===== src/rtl/sar_seq_pkg.sv =====
package sar_seq_pkg;

    // coarse divide values of the system clock
    localparam int unsigned SAR_DIV_A = 2;
    localparam int unsigned SAR_DIV_B = 4;
    localparam int unsigned SAR_DIV_C = 16;
    // largest total ratio (coarse divide times two)
    localparam int unsigned SAR_MAX_RATIO = 2 * SAR_DIV_C;
    localparam int unsigned SAR_PRE_W     = $clog2(SAR_MAX_RATIO);

    typedef enum logic [1:0] {
        PH_IDLE   = 2'd0,
        PH_SAMPLE = 2'd1,
        PH_TRIAL  = 2'd2,
        PH_SETTLE = 2'd3
    } sar_phase_e;

    // total system clocks per conversion period; code 10 behaves as 11
    function automatic int unsigned sar_ratio(input logic [1:0] div_sel,
                                              input logic       full_rate);
        int unsigned base;
        case (div_sel)
            2'b00:   base = SAR_DIV_A;
            2'b01:   base = SAR_DIV_B;
            default: base = SAR_DIV_C;
        endcase
        return full_rate ? base : 2 * base;
    endfunction

endpackage


===== src/rtl/sar_prescaler.sv =====
module sar_prescaler
    import sar_seq_pkg::*;
(
    input  logic       clk,
    input  logic       rst_n,
    input  logic       load_i,
    input  logic [1:0] div_sel_i,
    input  logic       full_rate_i,
    input  logic       run_i,
    output logic       tick_o
);

    typedef struct packed {
        logic [SAR_PRE_W-1:0] cnt;
        logic [SAR_PRE_W-1:0] limit;
    } pre_state_t;

    pre_state_t st_d, st_q;

    assign tick_o = run_i && (st_q.cnt == st_q.limit);

    always_comb begin
        st_d = st_q;
        if (load_i) begin
            st_d.cnt   = '0;
            st_d.limit = SAR_PRE_W'(sar_ratio(div_sel_i, full_rate_i) - 1);
        end else if (run_i) begin
            if (tick_o) begin
                st_d.cnt = '0;
            end else begin
                st_d.cnt = st_q.cnt + SAR_PRE_W'(1);
            end
        end else begin
            st_d.cnt = '0;
        end
    end

    always_ff @(posedge clk or negedge rst_n) begin
        if (!rst_n) begin
            st_q <= '0;
        end else begin
            st_q <= st_d;
        end
    end

endmodule


===== src/rtl/sar_phase_timer.sv =====
module sar_phase_timer
    import sar_seq_pkg::*;
#(
    parameter int unsigned RES_BITS   = 8,
    parameter int unsigned SAMPLE_PER = 12,
    parameter int unsigned TOTAL_PER  = 160,
    localparam int unsigned STEP_PER  = (TOTAL_PER - SAMPLE_PER) / RES_BITS,
    localparam int unsigned PER_W     = $clog2(TOTAL_PER),
    localparam int unsigned SUB_W     = $clog2(STEP_PER + 1),
    localparam int unsigned IDX_W     = $clog2(RES_BITS)
)(
    input  logic             clk,
    input  logic             rst_n,
    input  logic             start_i,
    input  logic             tick_i,
    output sar_phase_e       phase_o,
    output logic             decide_o,
    output logic [IDX_W-1:0] decide_pos_o,
    output logic             finish_o
);

    localparam logic [PER_W-1:0] LAST_PER   = PER_W'(TOTAL_PER - 1);
    localparam logic [PER_W-1:0] LAST_SAMP  = PER_W'(SAMPLE_PER - 1);
    localparam logic [SUB_W-1:0] LAST_SUB   = SUB_W'(STEP_PER - 1);
    localparam logic [IDX_W-1:0] LAST_IDX   = IDX_W'(RES_BITS - 1);

    typedef struct packed {
        sar_phase_e       phase;
        logic [PER_W-1:0] per;
        logic [SUB_W-1:0] sub;
        logic [IDX_W-1:0] idx;
    } tmr_state_t;

    tmr_state_t st_d, st_q;
    logic       active;

    assign active       = (st_q.phase != PH_IDLE);
    assign phase_o      = st_q.phase;
    assign finish_o     = tick_i && active && (st_q.per == LAST_PER);
    assign decide_o     = tick_i && (st_q.phase == PH_TRIAL) && (st_q.sub == LAST_SUB);
    assign decide_pos_o = LAST_IDX - st_q.idx;

    always_comb begin
        st_d = st_q;
        if (start_i) begin
            st_d.phase = PH_SAMPLE;
            st_d.per   = '0;
            st_d.sub   = '0;
            st_d.idx   = '0;
        end else if (tick_i && active) begin
            st_d.per = st_q.per + PER_W'(1);
            case (st_q.phase)
                PH_SAMPLE: begin
                    if (st_q.per == LAST_SAMP) begin
                        st_d.phase = PH_TRIAL;
                        st_d.sub   = '0;
                    end
                end
                PH_TRIAL: begin
                    if (st_q.sub == LAST_SUB) begin
                        st_d.sub = '0;
                        if (st_q.idx == LAST_IDX) begin
                            st_d.phase = PH_SETTLE;
                        end else begin
                            st_d.idx = st_q.idx + IDX_W'(1);
                        end
                    end else begin
                        st_d.sub = st_q.sub + SUB_W'(1);
                    end
                end
                default: ;
            endcase
            if (finish_o) begin
                st_d.phase = PH_IDLE;
                st_d.per   = '0;
            end
        end
    end

    always_ff @(posedge clk or negedge rst_n) begin
        if (!rst_n) begin
            st_q <= '{phase: PH_IDLE, per: '0, sub: '0, idx: '0};
        end else begin
            st_q <= st_d;
        end
    end

endmodule


===== src/rtl/sar_trial_reg.sv =====
module sar_trial_reg #(
    parameter int unsigned RES_BITS = 8,
    localparam int unsigned IDX_W   = $clog2(RES_BITS)
)(
    input  logic                clk,
    input  logic                rst_n,
    input  logic                load_i,
    input  logic                decide_i,
    input  logic [IDX_W-1:0]    pos_i,
    input  logic                cmp_i,
    input  logic                finish_i,
    output logic [RES_BITS-1:0] trial_o,
    output logic [RES_BITS-1:0] result_o,
    output logic                done_o
);

    typedef struct packed {
        logic [RES_BITS-1:0] trial;
        logic [RES_BITS-1:0] result;
        logic                done;
    } sar_reg_t;

    sar_reg_t st_d, st_q;

    assign trial_o  = st_q.trial;
    assign result_o = st_q.result;
    assign done_o   = st_q.done;

    always_comb begin
        st_d = st_q;
        if (load_i) begin
            st_d.trial              = '0;
            st_d.trial[RES_BITS-1]  = 1'b1;
            st_d.done               = 1'b0;
        end else begin
            if (decide_i) begin
                st_d.trial[pos_i] = cmp_i;
                if (pos_i != '0) begin
                    st_d.trial[pos_i - IDX_W'(1)] = 1'b1;
                end
            end
            if (finish_i) begin
                st_d.result = st_d.trial;
                st_d.done   = 1'b1;
            end
        end
    end

    always_ff @(posedge clk or negedge rst_n) begin
        if (!rst_n) begin
            st_q <= '0;
        end else begin
            st_q <= st_d;
        end
    end

endmodule


===== src/rtl/sar_seq_ctrl.sv =====
module sar_seq_ctrl
    import sar_seq_pkg::*;
#(
    parameter int unsigned RES_BITS   = 8,
    parameter int unsigned CHAN_W     = 3,
    parameter int unsigned SAMPLE_PER = 12,
    parameter int unsigned TOTAL_PER  = 160
)(
    input  logic                clk,
    input  logic                rst_n,
    input  logic                start_i,
    input  logic [CHAN_W-1:0]   chan_i,
    input  logic [1:0]          clk_div_i,
    input  logic                full_rate_i,
    input  logic                cmp_i,
    output logic [CHAN_W-1:0]   mux_sel_o,
    output logic [RES_BITS-1:0] trial_o,
    output logic                sample_o,
    output logic                busy_o,
    output logic [RES_BITS-1:0] result_o,
    output logic                done_o
);

    localparam int unsigned IDX_W = $clog2(RES_BITS);

    typedef struct packed {
        logic [CHAN_W-1:0] chan;
    } top_state_t;

    top_state_t       st_d, st_q;
    sar_phase_e       phase;
    logic             accept;
    logic             tick;
    logic             decide;
    logic [IDX_W-1:0] decide_pos;
    logic             finish;

    assign busy_o    = (phase != PH_IDLE);
    assign sample_o  = (phase == PH_SAMPLE);
    assign accept    = start_i && !busy_o;
    assign mux_sel_o = st_q.chan;

    always_comb begin
        st_d = st_q;
        if (accept) begin
            st_d.chan = chan_i;
        end
    end

    always_ff @(posedge clk or negedge rst_n) begin
        if (!rst_n) begin
            st_q <= '0;
        end else begin
            st_q <= st_d;
        end
    end

    sar_prescaler u_pre (
        .clk         (clk),
        .rst_n       (rst_n),
        .load_i      (accept),
        .div_sel_i   (clk_div_i),
        .full_rate_i (full_rate_i),
        .run_i       (busy_o),
        .tick_o      (tick)
    );

    sar_phase_timer #(
        .RES_BITS   (RES_BITS),
        .SAMPLE_PER (SAMPLE_PER),
        .TOTAL_PER  (TOTAL_PER)
    ) u_tmr (
        .clk          (clk),
        .rst_n        (rst_n),
        .start_i      (accept),
        .tick_i       (tick),
        .phase_o      (phase),
        .decide_o     (decide),
        .decide_pos_o (decide_pos),
        .finish_o     (finish)
    );

    sar_trial_reg #(
        .RES_BITS (RES_BITS)
    ) u_sar (
        .clk      (clk),
        .rst_n    (rst_n),
        .load_i   (accept),
        .decide_i (decide),
        .pos_i    (decide_pos),
        .cmp_i    (cmp_i),
        .finish_i (finish),
        .trial_o  (trial_o),
        .result_o (result_o),
        .done_o   (done_o)
    );

endmodule


===== config.mk =====
export PLATFORM = sky130hd
export DESIGN_NAME = sar_seq_ctrl
export DESIGN_NICKNAME = d
export VERILOG_FILES = /design/src/rtl/sar_seq_pkg.sv /design/src/rtl/sar_prescaler.sv /design/src/rtl/sar_phase_timer.sv /design/src/rtl/sar_trial_reg.sv /design/src/rtl/sar_seq_ctrl.sv
export SDC_FILE = /design/constraint.sdc
export NUM_CORES = 1
export LEC_CHECK = 0
export ABC_CLOCK_PERIOD_IN_PS = 2250
export BUFFER_PORTS_ARGS = -buffer_cell sky130_fd_sc_hd__buf_4
export CORE_MARGIN = 5
export CORE_UTILIZATION = 45
export CTS_BUF_LIST = sky130_fd_sc_hd__clkbuf_8
export DETAILED_ROUTE_END_ITERATION = 6
export PLACE_DENSITY = 0.71
export SLEW_MARGIN = 20
export SYNTH_ARGS = -nofsm -noshare
export SYNTH_HDL_FRONTEND = slang
export SYNTH_SLANG_ARGS = --single-unit

===== constraint.sdc =====
create_clock -name clk -period 2.25 [get_ports clk]
set_clock_uncertainty 0.1 [all_clocks]
set_input_delay 0.1125 -clock clk [delete_from_list [all_inputs] [get_ports clk]]
set_output_delay 0.1125 -clock clk [all_outputs]
set_load 0.01 [all_outputs]

Word level (Yosys, flattened, before mapping)
Cells that the tools add are included.

cells by class
  add/subtract/negate cells = 7
  order comparisons = 4
  equality and inequality tests = 13
  muxes and demuxes = 29
  bitwise logic cells = 2
  reduce and logical (&&, ||, !) cells = 22

operator list
  cell                                                                                 number
  18-bit 2-to-1 mux                                                                    2
  5-bit 2-to-1 mux                                                                     7
  8-bit 2-to-1 mux                                                                     3
  5-bit case mux with 2 select lines                                                   2
  5-bit by 1-bit adder with 5-bit output, second input constant                        2
  10-bit 2-to-1 mux                                                                    1
  2-bit nonzero test                                                                   5
  3-bit 2-to-1 mux                                                                     3
  8-bit by 1-bit adder with 8-bit output, second input constant                        1
  8-bit bitwise mux                                                                    1
  8-bit by 4-bit equality test with 1-bit output, second input constant                1
  8-bit equality test, second input constant                                           1
  1-bit logical AND                                                                    8
  3-bit by 4-bit < comparator with 1-bit output, second input constant                 2
  4-bit != test, second input constant                                                 2
  8-bit OR                                                                             1
  1-bit demux with 3-bit select                                                        2
  3-bit by 1-bit greater-or-equal comparator with 1-bit output, second input constant  2
  2-bit 2-to-1 mux                                                                     3
  3-bit nonzero test                                                                   2
  5-bit equality test                                                                  1
  5-bit equality test, second input constant                                           1
  5-bit AND reduction                                                                  1
  5-bit by 1-bit subtractor with 5-bit output, second input constant                   1
  18 further kinds                                                                     22

storage, ports and cells
  register bits = 48
  output and inout bits = 22

Logic depth before layout (Yosys ltp)
  depth after elaboration = 10
  gate-level depth with buffers = 8
  gate-level depth less buffers = 7

Hierarchy
Synthesis repeated with hierarchy kept, for this count alone.

unflattened totals
  cells, all modules = 282
  area, all modules = 2875.3 µm²

by module, submodules not included
  module           times used  cells each  area an instance (µm²)  seq. area each (µm²)
  sar_phase_timer  1           121         1164.9                  450.4
  sar_trial_reg    1           102         1044.8                  425.4
  sar_prescaler    1           50          523.0                   250.2
  sar_seq_ctrl     1           9           142.6                   75.1

Least setup slack after synthesis
Ideal clock, no wire load.

  kind = reg2reg
  start = register u_pre.st_q[8] (netlist name)
  end = register u_sar.st_q (netlist bit u_sar.result_o[0])
  library setup time = 0.125 ns
  data arrival time = 1.947 ns
  setup slack = 0.078 ns
  cell stages (with the launch flop) = 7
  buffers on the path = 1
  clock period less this slack = 2.172 ns
  cells stage by stage = dfrtp_1 > xor2_1 > or4_1 > buf_2 > o41ai_2 > o211ai_1 > mux2_2

on the way
  longest elaborated chain between the ends = 5
  elaborated cells between the ends (all ways) = 8

ends and longest elaborated chain
  what                                                     RTL line                                      text
  start: declaration                                       sar_prescaler.sv:18                           pre_state_t st_d, st_q;
  start signal: assignment                                 sar_prescaler.sv:42                           st_q <= st_d;
  5-bit equality test (*)                                  sar_prescaler.sv:20                           assign tick_o = run_i && (st_q.cnt == st_q.limit);
  1-bit logical AND (*)                                    sar_prescaler.sv:20
  1-bit logical AND (on tied branches) (2 in series)       sar_phase_timer.sv:40, sar_phase_timer.sv:39
  8-bit 2-to-1 mux or 2-bit AND reduction (tied branches)  -
  end signal: assignment                                   sar_trial_reg.sv:53                           st_q <= st_d;
  end: declaration                                         sar_trial_reg.sv:23                           sar_reg_t st_d, st_q;

Mark *: on every way between the ends. The rest lies on a longest branch, timed or not.
A chain may end at the register's enable or synchronous reset.

Worst setup path after layout
  start = register u_pre.st_q[8] (netlist name)
  end = register u_sar.st_q (netlist bit u_sar.result_o[1])

Same word-level chain as after synthesis.

==> results.sh <==
export IMPL_final_setup_tns_ns=0
export IMPL_cts_root_buffer="clkbuf_8"
export IMPL_core_sq_um=5816
export IMPL_final_common_cell="buf_4"
export IMPL_relSlewSlack=0.5357
export IMPL_ys_ff_latch=48
export IMPL_ys_types=44
export IMPL_regArea_sq_um=1201
export IMPL_synthCells=278
export IMPL_dr_first_iter_drc_count=175
export IMPL_async_flop_share=1.000
export IMPL_routed_via_density=5.718
export IMPL_synthFlopType="dfrtp_1"
export IMPL_portBuffers=31
export IMPL_syn_cell_area_sq_um=2650
export IMPL_internal_power_mw=1.140
export IMPL_routabilityCongestion=0.8569
export IMPL_min_from="cmp_i"
export IMPL_syn_num_nets=296
export IMPL_p_sw_mw=0.3352
export IMPL_pwr_share_seq=0.587
export IMPL_grt_max_degree=49
export IMPL_wl_per_cell_um=15.39
export IMPL_fillers=525
export IMPL_worst_pin_slew_ns=0.6948
export IMPL_worstPathRequired_ns=2.34
export IMPL_dieWidth_um=86.74
export IMPL_layout_nets=354
export IMPL_synth_area_leader_cell="dfrtp_1"
export IMPL_hold_viol=0
export IMPL_syn_area_per_cell_sq_um=9.533
export IMPL_cts_tree="yes"
export IMPL_reg2reg_to="u_sar.result_o[1]$_DFFE_PN0P_"
export IMPL_power_leakage_nw=1.493
export IMPL_grt_setup_unrepaired="yes"
export IMPL_clk_latency_ns=0.30
export IMPL_n_antenna_cell=0
export IMPL_fin_crit_sh=0.9729
export IMPL_ys_warn_count=0
export IMPL_synthTopCellsByArea="dfrtp_1 45%, nand3_1 4.2%, nand2_1 4.0%, ha_1 3.8%, xor2_1 3.0%"
export IMPL_status="finished, final reports clean"
export IMPL_worst_setup_path_type="reg2reg"
export IMPL_grt_pass1_vias=2214
export IMPL_powerDensity_nw_per_um2=436.6
export IMPL_initial_core_util=0.4557
export IMPL_peakVddDrop_mv=0.3680
export IMPL_multi_input_area_sq_um=1428
export IMPL_hold_end="u_sar.trial_o[7]$_DFF_PN0_"
export IMPL_post_route_util=0.5809
export IMPL_p_comb_frac=0.038
export IMPL_clkPwrFrac=0.376
export IMPL_seq_area_frac_synth=0.4533
export IMPL_drc=0
export IMPL_cts_htree_levels=2
export IMPL_rrSetupSlack_ns=0.06
export IMPL_path_max_fanout=6
export IMPL_end_kind="flip-flop"
export IMPL_yosysTopAreaCellShare=0.4533
export IMPL_drv_cap=0
export IMPL_max_stage_delay_ns=0.55
export IMPL_worstPathArrival_ns=2.28
export IMPL_start_kind="flip-flop"
export IMPL_clk_path_buf_depth=2
export IMPL_most_common_layout_cells="55 x buf_4, 48 x dfrtp_1, 27 x nand2_1"
export IMPL_track_usage=0.1817
export IMPL_synth_edff_count=0
export IMPL_holdWs_ns=0.01356
export IMPL_place_ws_ns=-0.02070
export IMPL_syn_to_final_growth_pct=27.48
export IMPL_hpwl_um=4502
export IMPL_grt_ovfl_total=0
export IMPL_cts_sinks=48
export IMPL_setup_ws_ns=0.06104
export IMPL_worstSetupStartpoint="u_pre.st_q[8]$_DFF_PN0_"
export IMPL_grt_first_pass_wirelength_um=10920
export IMPL_clkTransAtPathRegs_ns=0.10
export IMPL_totalWireLength_um=6341
export IMPL_ios=32
export IMPL_cts_made_buffers=5
export IMPL_crit_chain="xor2_1 -> or4_4 -> buf_6 -> o31ai_1 -> nand3_1 -> mux2_2"
export IMPL_slowest_stage="or4_4"
export IMPL_r2r_worst_path_cells=6
export IMPL_drive_gt1_frac=0.2641
export IMPL_slew_violations=0
export IMPL_die_area_sq_um=7524
export IMPL_hold_depth=3
export IMPL_via_count=2356
export IMPL_min_period_ns=2.189
export IMPL_fmax_ghz=0.4568
export IMPL_swShare=0.2273
export IMPL_antenna_found_initial=0
export IMPL_hold_path_class="in2reg"
export IMPL_worst_r2r_startpoint="u_pre.st_q[8]$_DFF_PN0_"
export IMPL_dr_pass1_iters=4
export IMPL_core_rowCount=28
export IMPL_die_h_um=86.74
export IMPL_antenna_left=0
export IMPL_finalSetupViolCount=0
how the worst max path moves through the flow:
stage | to | cells past startpoint
3_3_place_gp | u_sar.result_o[7]$_DFFE_PN0P_ | 6
5_1_grt | u_sar.result_o[3]$_DFFE_PN0P_ | 6
6_report | u_sar.result_o[1]$_DFFE_PN0P_ | 6
2_1_floorplan | u_sar.result_o[0]$_DFFE_PN0P_ | 6
3_5_place_dp | u_sar.result_o[0]$_DFFE_PN0P_ | 7
4_1_cts | u_sar.result_o[7]$_DFFE_PN0P_ | 6
cell usage after synthesis (3+ instances only):
library cell  count
and2_1            5
nor4_1            4
mux2_2            6
and3_1            4
nand4_1          10
o31ai_1           6
or3_1             7
o21a_1            3
nor3_1            4
o211ai_1          3
a21oi_1          12
inv_1             9
dfrtp_1          48
nor2b_1           3
nand3_1          22
ha_1              8
a31oi_1           8
o21ai_0          13
clkbuf_1         10
nand2_1          28
nor3b_1           5
nand2b_1          4
xnor2_1           7
xor2_1            9
nor2_1           14
registers in the layout, summed over array words and instances (netlist names):
signal          count
u_sar.result_o      8
mux_sel_o           3
u_sar.done_o        1
u_tmr.st_q         16
u_pre.st_q         10
u_tmr.phase_o       2
u_sar.trial_o       8
layer usage:
layer | vias to the layer above | part of all wire | GRT usage
li1 | 1125 | - | -
met1 | 1147 | 0.46 | 0.2593
met2 | 68 | 0.46 | 0.2796
met3 | 16 | 0.053 | 0.03422
met4 | 0 | 0.019 | 0.05666
met5 | - | 0 | 0
layout make-up:
type / count / share of cell area
flip-flops and latches: 48 / 0.3556
repair buffers: 64 / 0.1552
well taps: 75 / 0.02778
inverters: 9 / 0.01000
clock inverters: 2 / 0.004444
multi-input cells: 208 / 0.4226
clock buffers: 6 / 0.02444
cells by family (layout without fill, tap and decap cells):
group                      Yosys count  in the layout  synth area share
and+or+nand+nor                    124            124            0.2635
DFF                                 48             48            0.4533
xor gates and xnor gates            16             16           0.05288
AOI/OAI and AO/OA                   53             53            0.1298
buffers and inverters               22             81           0.03352
adders and majority gates            8              8           0.03777
muxes                                7              7           0.02927
critical path, delay by kind of cell (launching register included):
| family | cells | cell delay [ns] |
|---|---|---|
| mux | 1 | 0.27 |
| buf+inv | 1 | 0.16 |
| compound gates | 1 | 0.31 |
| flops | 1 | 0.40 |
| simple gates | 2 | 0.66 |
| xor+xnor | 1 | 0.17 |
through the flow:
stage / cell area, sq um / std cells / power [mW]
final: 3378 / 412 / 1.475
after global routing: 3378 / 412 / 1.538
after CTS: 3297 / 411 / 1.486
after detailed placement: 3129 / 397 / 0.9320
after global placement: 3129 / 397 / 0.9305
after floorplan: 2650 / 278 / 0.8952
power by group through the flow:
stage | clock [mW] | combinational [mW] | sequential (mW)
2_1_floorplan | 0 | 0.0123 | 0.883
3_3_place_gp | 0 | 0.0485 | 0.882
3_5_place_dp | 0 | 0.0497 | 0.882
4_1_cts | 0.564 | 0.0567 | 0.865
5_1_grt | 0.610 | 0.0630 | 0.866
6_report | 0.554 | 0.0553 | 0.865
what timing repair did:
| action | in CTS | in global routing |
|---|---|---|
| hold buffers | 6 | 0 |
| setup buffers | 0 | 1 |
| setup endpoints to repair | 3 | 22 |
| hold endpoints to repair | 52 | 0 |
| gates resized for setup | 2 | 11 |
| pin swaps | 2 | 1 |
Note: power is estimated with default switching activity, not from simulation.
